<file path="src/rtl/acc_cpu_pkg.sv">
package acc_cpu_pkg;

  typedef enum logic [1:0] {
    OP_LOAD  = 2'b00,
    OP_ADD   = 2'b01,
    OP_JUMP  = 2'b10,
    OP_STORE = 2'b11
  } op_e;

  // One enable per register transfer of a micro-step
  typedef struct packed {
    logic mar_pc;
    logic mar_ir;
    logic mbr_mem;
    logic mbr_ac;
    logic alu_inc;
    logic alu_add;
    logic pc_alu;
    logic pc_ir;
    logic ir_mbr;
    logic ac_mbr;
    logic ac_alu;
    logic mem_wr;
  } ctl_t;

endpackage

</file>
<file path="src/rtl/acc_alu.sv">
module acc_alu #(
  parameter int W = 8
) (
  input  logic         clk,
  input  logic         rst_n,
  input  logic         en,
  input  logic [W-1:0] a,
  input  logic [W-1:0] b,
  input  logic         cin,
  output logic [W-1:0] q
);

  function automatic logic [W-1:0] sum_wrap(input logic [W-1:0] x,
                                            input logic [W-1:0] y,
                                            input logic c);
    return x + y + {{(W-1){1'b0}}, c};
  endfunction

  always_ff @(posedge clk or negedge rst_n) begin
    if (!rst_n)  q <= '0;
    else if (en) q <= sum_wrap(a, b, cin);
  end

endmodule

</file>
<file path="src/rtl/acc_mem.sv">
module acc_mem #(
  parameter int DW = 8,
  parameter int AW = 6
) (
  input  logic          clk,
  input  logic          we,
  input  logic [AW-1:0] waddr,
  input  logic [DW-1:0] wdata,
  input  logic [AW-1:0] raddr,
  output logic [DW-1:0] rdata
);

  localparam int DEPTH = 1 << AW;

  logic [DW-1:0] cells [DEPTH];

  always_ff @(posedge clk) begin
    if (we) cells[waddr] <= wdata;
  end

  assign rdata = cells[raddr];

endmodule

</file>
<file path="src/rtl/acc_ctrl.sv">
module acc_ctrl
  import acc_cpu_pkg::*;
(
  input  logic       clk,
  input  logic       rst_n,
  input  logic       run,
  input  logic [1:0] op,
  output ctl_t       ctl,
  output logic       in_exec
);

  logic [1:0] step;
  logic       last;
  ctl_t       raw;

  always_comb begin
    raw  = '0;
    last = 1'b0;
    if (!in_exec) begin
      unique case (step)
        2'd0: raw.mar_pc = 1'b1;
        2'd1: begin raw.mbr_mem = 1'b1; raw.alu_inc = 1'b1; end
        default: begin raw.pc_alu = 1'b1; raw.ir_mbr = 1'b1; last = 1'b1; end
      endcase
    end else begin
      unique case (op_e'(op))
        OP_LOAD: begin
          unique case (step)
            2'd0: raw.mar_ir = 1'b1;
            2'd1: raw.mbr_mem = 1'b1;
            default: begin raw.ac_mbr = 1'b1; last = 1'b1; end
          endcase
        end
        OP_ADD: begin
          unique case (step)
            2'd0: raw.mar_ir = 1'b1;
            2'd1: raw.mbr_mem = 1'b1;
            2'd2: raw.alu_add = 1'b1;
            default: begin raw.ac_alu = 1'b1; last = 1'b1; end
          endcase
        end
        OP_STORE: begin
          if (step == 2'd0) begin
            raw.mar_ir = 1'b1;
            raw.mbr_ac = 1'b1;
          end else begin
            raw.mem_wr = 1'b1;
            last = 1'b1;
          end
        end
        default: begin raw.pc_ir = 1'b1; last = 1'b1; end
      endcase
    end
    ctl = run ? raw : '0;
  end

  always_ff @(posedge clk or negedge rst_n) begin
    if (!rst_n) begin
      step    <= '0;
      in_exec <= 1'b0;
    end else if (run) begin
      if (last) begin
        step    <= '0;
        in_exec <= ~in_exec;
      end else begin
        step <= step + 2'd1;
      end
    end
  end

endmodule

</file>
<file path="src/rtl/acc_cpu.sv">
module acc_cpu
  import acc_cpu_pkg::*;
#(
  parameter int DATA_W = 8,
  parameter int ADDR_W = DATA_W - 2
) (
  input  logic              clk,
  input  logic              rst_n,
  input  logic              run,
  input  logic              pl_we,
  input  logic [ADDR_W-1:0] pl_addr,
  input  logic [DATA_W-1:0] pl_data,
  output logic [DATA_W-1:0] dbg_ac,
  output logic [DATA_W-1:0] dbg_pc
);

  localparam int OP_W = DATA_W - ADDR_W;

  logic [DATA_W-1:0] pc, ac, ir, mbr;
  logic [ADDR_W-1:0] mar;
  logic [ADDR_W-1:0] ir_addr;
  logic [OP_W-1:0]   ir_op;
  logic [DATA_W-1:0] mem_q, alu_q, alu_a, alu_b;
  logic              alu_en;
  logic              in_exec;
  ctl_t              ctl;

  // named internal events, used by the bound checker
  logic fetch_done, jump_done, add_done, load_done, cpu_we, pl_ok;

  assign ir_addr    = ir[ADDR_W-1:0];
  assign ir_op      = ir[DATA_W-1 -: OP_W];
  assign fetch_done = ctl.pc_alu;
  assign jump_done  = ctl.pc_ir;
  assign add_done   = ctl.ac_alu;
  assign load_done  = ctl.ac_mbr;
  assign cpu_we     = ctl.mem_wr;
  assign pl_ok      = pl_we & ~run;

  acc_ctrl u_ctrl (
    .clk     (clk),
    .rst_n   (rst_n),
    .run     (run),
    .op      (ir_op),
    .ctl     (ctl),
    .in_exec (in_exec)
  );

  assign alu_en = ctl.alu_inc | ctl.alu_add;
  assign alu_a  = ctl.alu_inc ? pc : ac;
  assign alu_b  = ctl.alu_inc ? '0 : mbr;

  acc_alu #(.W(DATA_W)) u_alu (
    .clk   (clk),
    .rst_n (rst_n),
    .en    (alu_en),
    .a     (alu_a),
    .b     (alu_b),
    .cin   (ctl.alu_inc),
    .q     (alu_q)
  );

  acc_mem #(.DW(DATA_W), .AW(ADDR_W)) u_mem (
    .clk   (clk),
    .we    (cpu_we | pl_ok),
    .waddr (cpu_we ? mar : pl_addr),
    .wdata (cpu_we ? mbr : pl_data),
    .raddr (mar),
    .rdata (mem_q)
  );

  always_ff @(posedge clk or negedge rst_n) begin
    if (!rst_n) begin
      pc  <= '0;
      ac  <= '0;
      ir  <= '0;
      mbr <= '0;
      mar <= '0;
    end else begin
      if (ctl.mar_pc)  mar <= pc[ADDR_W-1:0];
      if (ctl.mar_ir)  mar <= ir_addr;
      if (ctl.mbr_mem) mbr <= mem_q;
      if (ctl.mbr_ac)  mbr <= ac;
      if (ctl.pc_alu)  pc  <= alu_q;
      if (ctl.pc_ir)   pc  <= DATA_W'(ir_addr);
      if (ctl.ir_mbr)  ir  <= mbr;
      if (ctl.ac_mbr)  ac  <= mbr;
      if (ctl.ac_alu)  ac  <= alu_q;
    end
  end

  assign dbg_ac = ac;
  assign dbg_pc = pc;

endmodule

</file>
<file path="config.mk">
export PLATFORM = sky130hd
export DESIGN_NAME = acc_cpu
export DESIGN_NICKNAME = d
export VERILOG_FILES = /design/src/rtl/acc_cpu_pkg.sv /design/src/rtl/acc_alu.sv /design/src/rtl/acc_mem.sv /design/src/rtl/acc_ctrl.sv /design/src/rtl/acc_cpu.sv
export SDC_FILE = /design/constraint.sdc
export NUM_CORES = 1
export LEC_CHECK = 0
export BUFFER_PORTS_ARGS = -buffer_cell sky130_fd_sc_hd__clkbuf_2
export CAP_MARGIN = 0
export CORE_MARGIN = 3
export CORE_UTILIZATION = 40
export CTS_BUF_LIST = sky130_fd_sc_hd__clkbuf_8
export DETAILED_ROUTE_END_ITERATION = 8
export GPL_ROUTABILITY_DRIVEN = 0
export SLEW_MARGIN = 20
export SYNTH_ARGS = -nofsm -noshare
export SYNTH_HDL_FRONTEND = slang
export SYNTH_HIERARCHICAL = 1
export SYNTH_SLANG_ARGS = --single-unit
</file>
<file path="constraint.sdc">
create_clock -name clk -period 3.13 [get_ports clk]
set_input_delay 0.1565 -clock clk [delete_from_list [all_inputs] [get_ports clk]]
set_output_delay 0.1565 -clock clk [all_outputs]
set_load 0.01 [all_outputs]
</file>
# ---- Yosys cells after proc, flatten, opt, wreduce, memory -nomap -nowiden
# Memories as Yosys holds them, arrays and structs flattened.
# Index checks and enable logic that the tools add are counted.
dict set report totals {
  latchBits 0
  ramBits 512
  in_bits 18
  mem_bits_ro 0
  word_cells 73
  reg_bits 49
  output_inout_bits 16
  mem_count 1
}
# name depth width rd rd_clocked_by_memory_dff wr line_no
set mem_list {}
lappend mem_list {u_mem.cells 64 8 1 0 1 acc_mem.sv:15} ;# logic [DW-1:0] cells [DEPTH];
dict set report op_classes {
  addsub 3
  eq_ne 4
  div_mod_pow 0
  muxes 41
  bitwise 5
  mul 0
  magnitude_cmp 0
  n_reduce_logical 11
  shift 0
}
# cell count
set op_table {}
lappend op_table {{8-bit two-way mux} 9}
lappend op_table {{1-bit two-way mux} 25}
lappend op_table {{6-bit two-way mux} 3}
lappend op_table {{12-bit two-way mux} 1}
lappend op_table {{8-bit by 1-bit adder with 8-bit output} 1}
lappend op_table {{8-bit adder} 1}
lappend op_table {{2-bit nonzero test} 4}
lappend op_table {{3-bit OR reduction} 2}
lappend op_table {{2-bit by 1-bit equality test with 1-bit output (second input constant)} 2}
lappend op_table {{2-bit equality test (second input constant)} 2}
lappend op_table {{2-bit logical NOT} 2}
lappend op_table {{2-bit OR reduction} 2}
lappend op_table {{3-bit two-way mux} 1}
lappend op_table {{1-bit one-hot mux with 3 select lines} 1}
lappend op_table {{2-bit by 1-bit adder with 2-bit output (second input constant)} 1}
lappend op_table {{2-bit two-way mux} 1}
lappend op_table {{1-bit NOT} 2}
lappend op_table {{1-bit OR} 2}
lappend op_table {{2-bit AND reduction} 1}
lappend op_table {{1-bit AND} 1}

# ---- Logic depth before layout (Yosys ltp)
dict set report logic_depth {
  depth_word 9
  mapped_depth 13
  ltp_nobuf 11
}

# ---- By module
# Netlist, hierarchy kept.
# mod n_inst area_each_um2 cells_each seq_area_each_um2
set modules_own_cells {}
lappend modules_own_cells {acc_mem 1 20006.7 932 15374.7}
lappend modules_own_cells {acc_cpu 1 2055.7 180 950.9}
lappend modules_own_cells {acc_alu 1 665.6 71 200.2}
lappend modules_own_cells {acc_ctrl 1 385.4 43 75.1}

# ---- Least setup slack after synthesis
# OpenSTA, ideal clock, no wires.
dict set report synth_timing {
  kind {reg-to-reg}
  startpoint {reg u_ctrl.step[0]}
  endpoint {mem u_mem.cells[48][0] (enable)}
  t_required_ns 2.747
  arrival_time_ns 2.557
  setup_slack_ns 0.189
  stages_incl_launch_ff 11
  setup_ns 0.383
  cell_sequence {dfrtp_1 > inv_1 > ha_1 > nor2_1 > buf_6 > buf_12 > mux2_4 > clkbuf_1 > nor2b_1 > nand4b_1 > nor3_1}
}
# element line_no
set synth_lines {}
lappend synth_lines {{from (decl)} acc_ctrl.sv:12} ;# logic [1:0] step;
lappend synth_lines {{from (signal assigned)} acc_ctrl.sv:66} ;# step <= step + 2'd1;
lappend synth_lines {{to (decl)} acc_mem.sv:15}

==> out/metrics.cfg <==
[global_routing]
grt_max_degree=65
grtUsageMet3_pct=3.53
use_met2_pct=29.7
busiest_layer=met2
grt_overflow=0
first_global_vias=12800
antenna_found_initial=1
grt_util_met1_pct=26.0
grt_usage_pct=18.5
grt_pass1_wl_um=83100

[layout]
finish.utilization_pct=46.9
area_growth_syn_to_layout_pct=15.4
n_antenna_cell=0
drive_above_1_share_pct=31.6
final_common_cell=edfxtp_1
n_fill_cell=4845
mostFrequentLayoutCells=512 x edfxtp_1, 126 x mux4_2, 124 x buf_4, 97 x clkbuf_8, 90 x nor2_1
fin_area_mm2=0.0267
nNetsFinal=1448

[synthesis]
ys_warn_count=6
ys.flop_type=edfxtp_1
ys_types=70
ys_ff_latch=561
synthTopCellsByArea=edfxtp_1 67%, mux4_2 12%, dfrtp_1 5.3%
synth_edf_count=512
syn-num-nets=1256
yosysTopAreaCellShare_pct=66.5
synth_area_per_cell_um2=18.9
ys_seq_area_share_pct=71.8
async_flop_share_pct=8.73
syn_inst=1226
netlist_area_mm2=0.0231
yosysTopAreaCell=edfxtp_1

[floorplanning]
dieWidth_um=246
io_pins=34
die_y_um=246
start_util_pct=40.7
rows=87
dieArea_mm2=0.0607
core-area_mm2=0.0568

[worst_setup_path]
crit_chain=inv_1 > ha_1 > nor2_2 > buf_4 > mux2_2 > nor2_1 > nand2_1 > nor2_1 > buf_4
critical_path_class=reg2reg
startpoint=u_ctrl/step[0]$_DFFE_PN0P_
r2r_start=u_ctrl/step[0]$_DFFE_PN0P_
cp.arrival_ns=3.35
cp-start-kind=flop
rrSetupSlack_ns=0.15
cp_slowest_stage_delay_ns=0.43
cp_data_required_time_ns=3.49
critPathMaxFanout=10
cp-end-kind=flop
timing.rr.end=u_mem/cells[24][0]$_DFFE_PP_
r2r_cells=9
slowest_stage=mux2_2
critPathCapture=u_mem/cells[24][0]$_DFFE_PP_

[clocking]
clock_sinks=561
clockBufferDepth=3
post_cts_buffers=0
cts-root-buf=clkbuf_8
h-tree-depth=3
cts_buffers=90
cts_tree=yes
clock_latency_ns=0.68
cts.clk_slew.worst_paths_ns=0.07

[placed_design]
buffer_ports.inserted=33
placement.cell_area_mm2=0.0249
dp_hpwl_um=34600
place_ws_ns=0.187

[timing]
hold_viol_final=0
period_needed_ns=2.98
worst_pin_slew_ns=1.01
maxSlewHeadroom_pct=32.2
fin_skew_ns=0.0331
setup_tns_ns=0
finalSetupViolCount=0
fin_crit_sh_pct=95.4
rsz0062_at_grt=false
drv_slew=0
max_freq_ghz=0.335
setup_slack_ns=0.145

[drt]
viasPerCell=5.42
drtIter0Drc=1088
vias=12200
drt-pass1-iter-count=7
wl_per_cell_um=24.5
ant_nets=0
routed_wl_um=54900
drc=0

[power]
total_power_uw=21500
leakagePower_uw=0.00884
ir_worst_vdd_v=0.000433
power.density_mw_per_mm2=804

[run]
drv_cap=0

[hold_path]
hold_class=in2async

[run_status]
status=completed

==> synthesized netlist by cell type (all sizes together), types with 2 or more instances <==
cell     instances
buf             49
mux4           126
ha              10
nand4            4
o32ai            3
nand3           15
a21o             3
o2bb2ai          5
nor3b            2
a2111oi          2
nor3            10
edfxtp         512
nand2           55
o221ai           8
o41ai            2
and3             3
o221a            2
nor4b            2
fa               2
nand3b           5
o31ai            3
o21a             4
o211ai           4
dfrtp           49
a221oi           6
inv             13
o21ai           35
o2111ai          3
nor4             5
nor2            91
clkbuf          20
nand2b           9
mux2i           53
o22ai            8
a22oi            4
a21oi            6
nor2b           25
a211oi           8
mux2            45
==> power breakdown <==
part	total (uW)	switching, uW	internal, uW	leakage, uW
combinational	6140	3230	2910	0.00264
clock	6080	2830	3260	0.000985
sequential	9230	618	8610	0.00521
==> critical path: cells and delay by family (launching register included) <==
family	cells	cell delay, ns
fa+ha+maj	1	0.23
mux	1	0.43
buf+inv	3	0.51
flops	1	0.39
simple gates	4	1.11
==> layout make-up <==
cell class                      count  area [um2]  share of cell area (%)
Sequential cell                   561       16600                    62.3
Multi-Input combinational cell    583        6010                    22.5
Clock buffer                       97        1340                    5.01
Timing Repair Buffer              169        1320                    4.94
Tap cell                          756         946                    3.55
Clock inverter                     66         399                    1.50
Inverter                           13        48.8                   0.183
==> flip-flops by register name, indices dropped and copies added (netlist names) <==
register / flops
u_mem/cells: 512
mar: 6
u_ctrl/step: 2
u_alu/q: 8
dbg_ac: 8
u_ctrl/in_exec: 1
mbr: 8
dbg_pc: 8
ir: 8
==> per-stage QoR <==
| stage | instances | hold WS, ns |
|---|---|---|
| after floorplan | 1226 | -0.139 |
| after CTS | 2245 | 0.177 |
| final | 2245 | 0.166 |
| after global placement | 2080 | 0.380 |
| after global routing | 2245 | 0.237 |
| after detailed placement | 2080 | 0.393 |
==> cell families (layout without fill, tap and decap cells) <==
| group | count (synthesis) | in the layout | synth area share, % |
|---|---|---|---|
| muxes | 224 | 224 | 16.9 |
| AOI/OAI and AO/OA | 114 | 114 | 3.54 |
| buffers and inverters | 82 | 345 | 2.20 |
| adders and majority gates | 12 | 12 | 0.715 |
| DFF | 561 | 561 | 71.8 |
| and+or+nand+nor | 231 | 231 | 4.73 |
| xor gates and xnor gates | 2 | 2 | 0.0758 |
==> worst min path at each step <==
stage               startpoint                    endpoint  slack [ns]
floorplan                rst_n       dbg_ac[0]$_DFFE_PN0P_       -0.14
finish                   rst_n  u_ctrl/in_exec$_DFFE_PN0P_        0.17
global route             rst_n       dbg_pc[1]$_DFFE_PN0P_        0.24
CTS                      rst_n       dbg_ac[1]$_DFFE_PN0P_        0.18
global placement         rst_n  u_ctrl/step[0]$_DFFE_PN0P_        0.38
detailed placement       rst_n      u_alu/q[0]$_DFFE_PN0P_        0.39
==> layer usage <==
metal	share of wire [%]	vias up
li1	-	5360
met1	44	6353
met2	48	361
met3	5.6	83
met4	2.1	2
met5	0.024	-
==> timing repair <==
item | CTS | global route
setup endpoints to repair | 0 | 0
endpoints found under the hold margin | 41 | 0
resized for setup | 0 | 0
hold buffers | 2 | 0
Power figures use the tool's default switching activity.
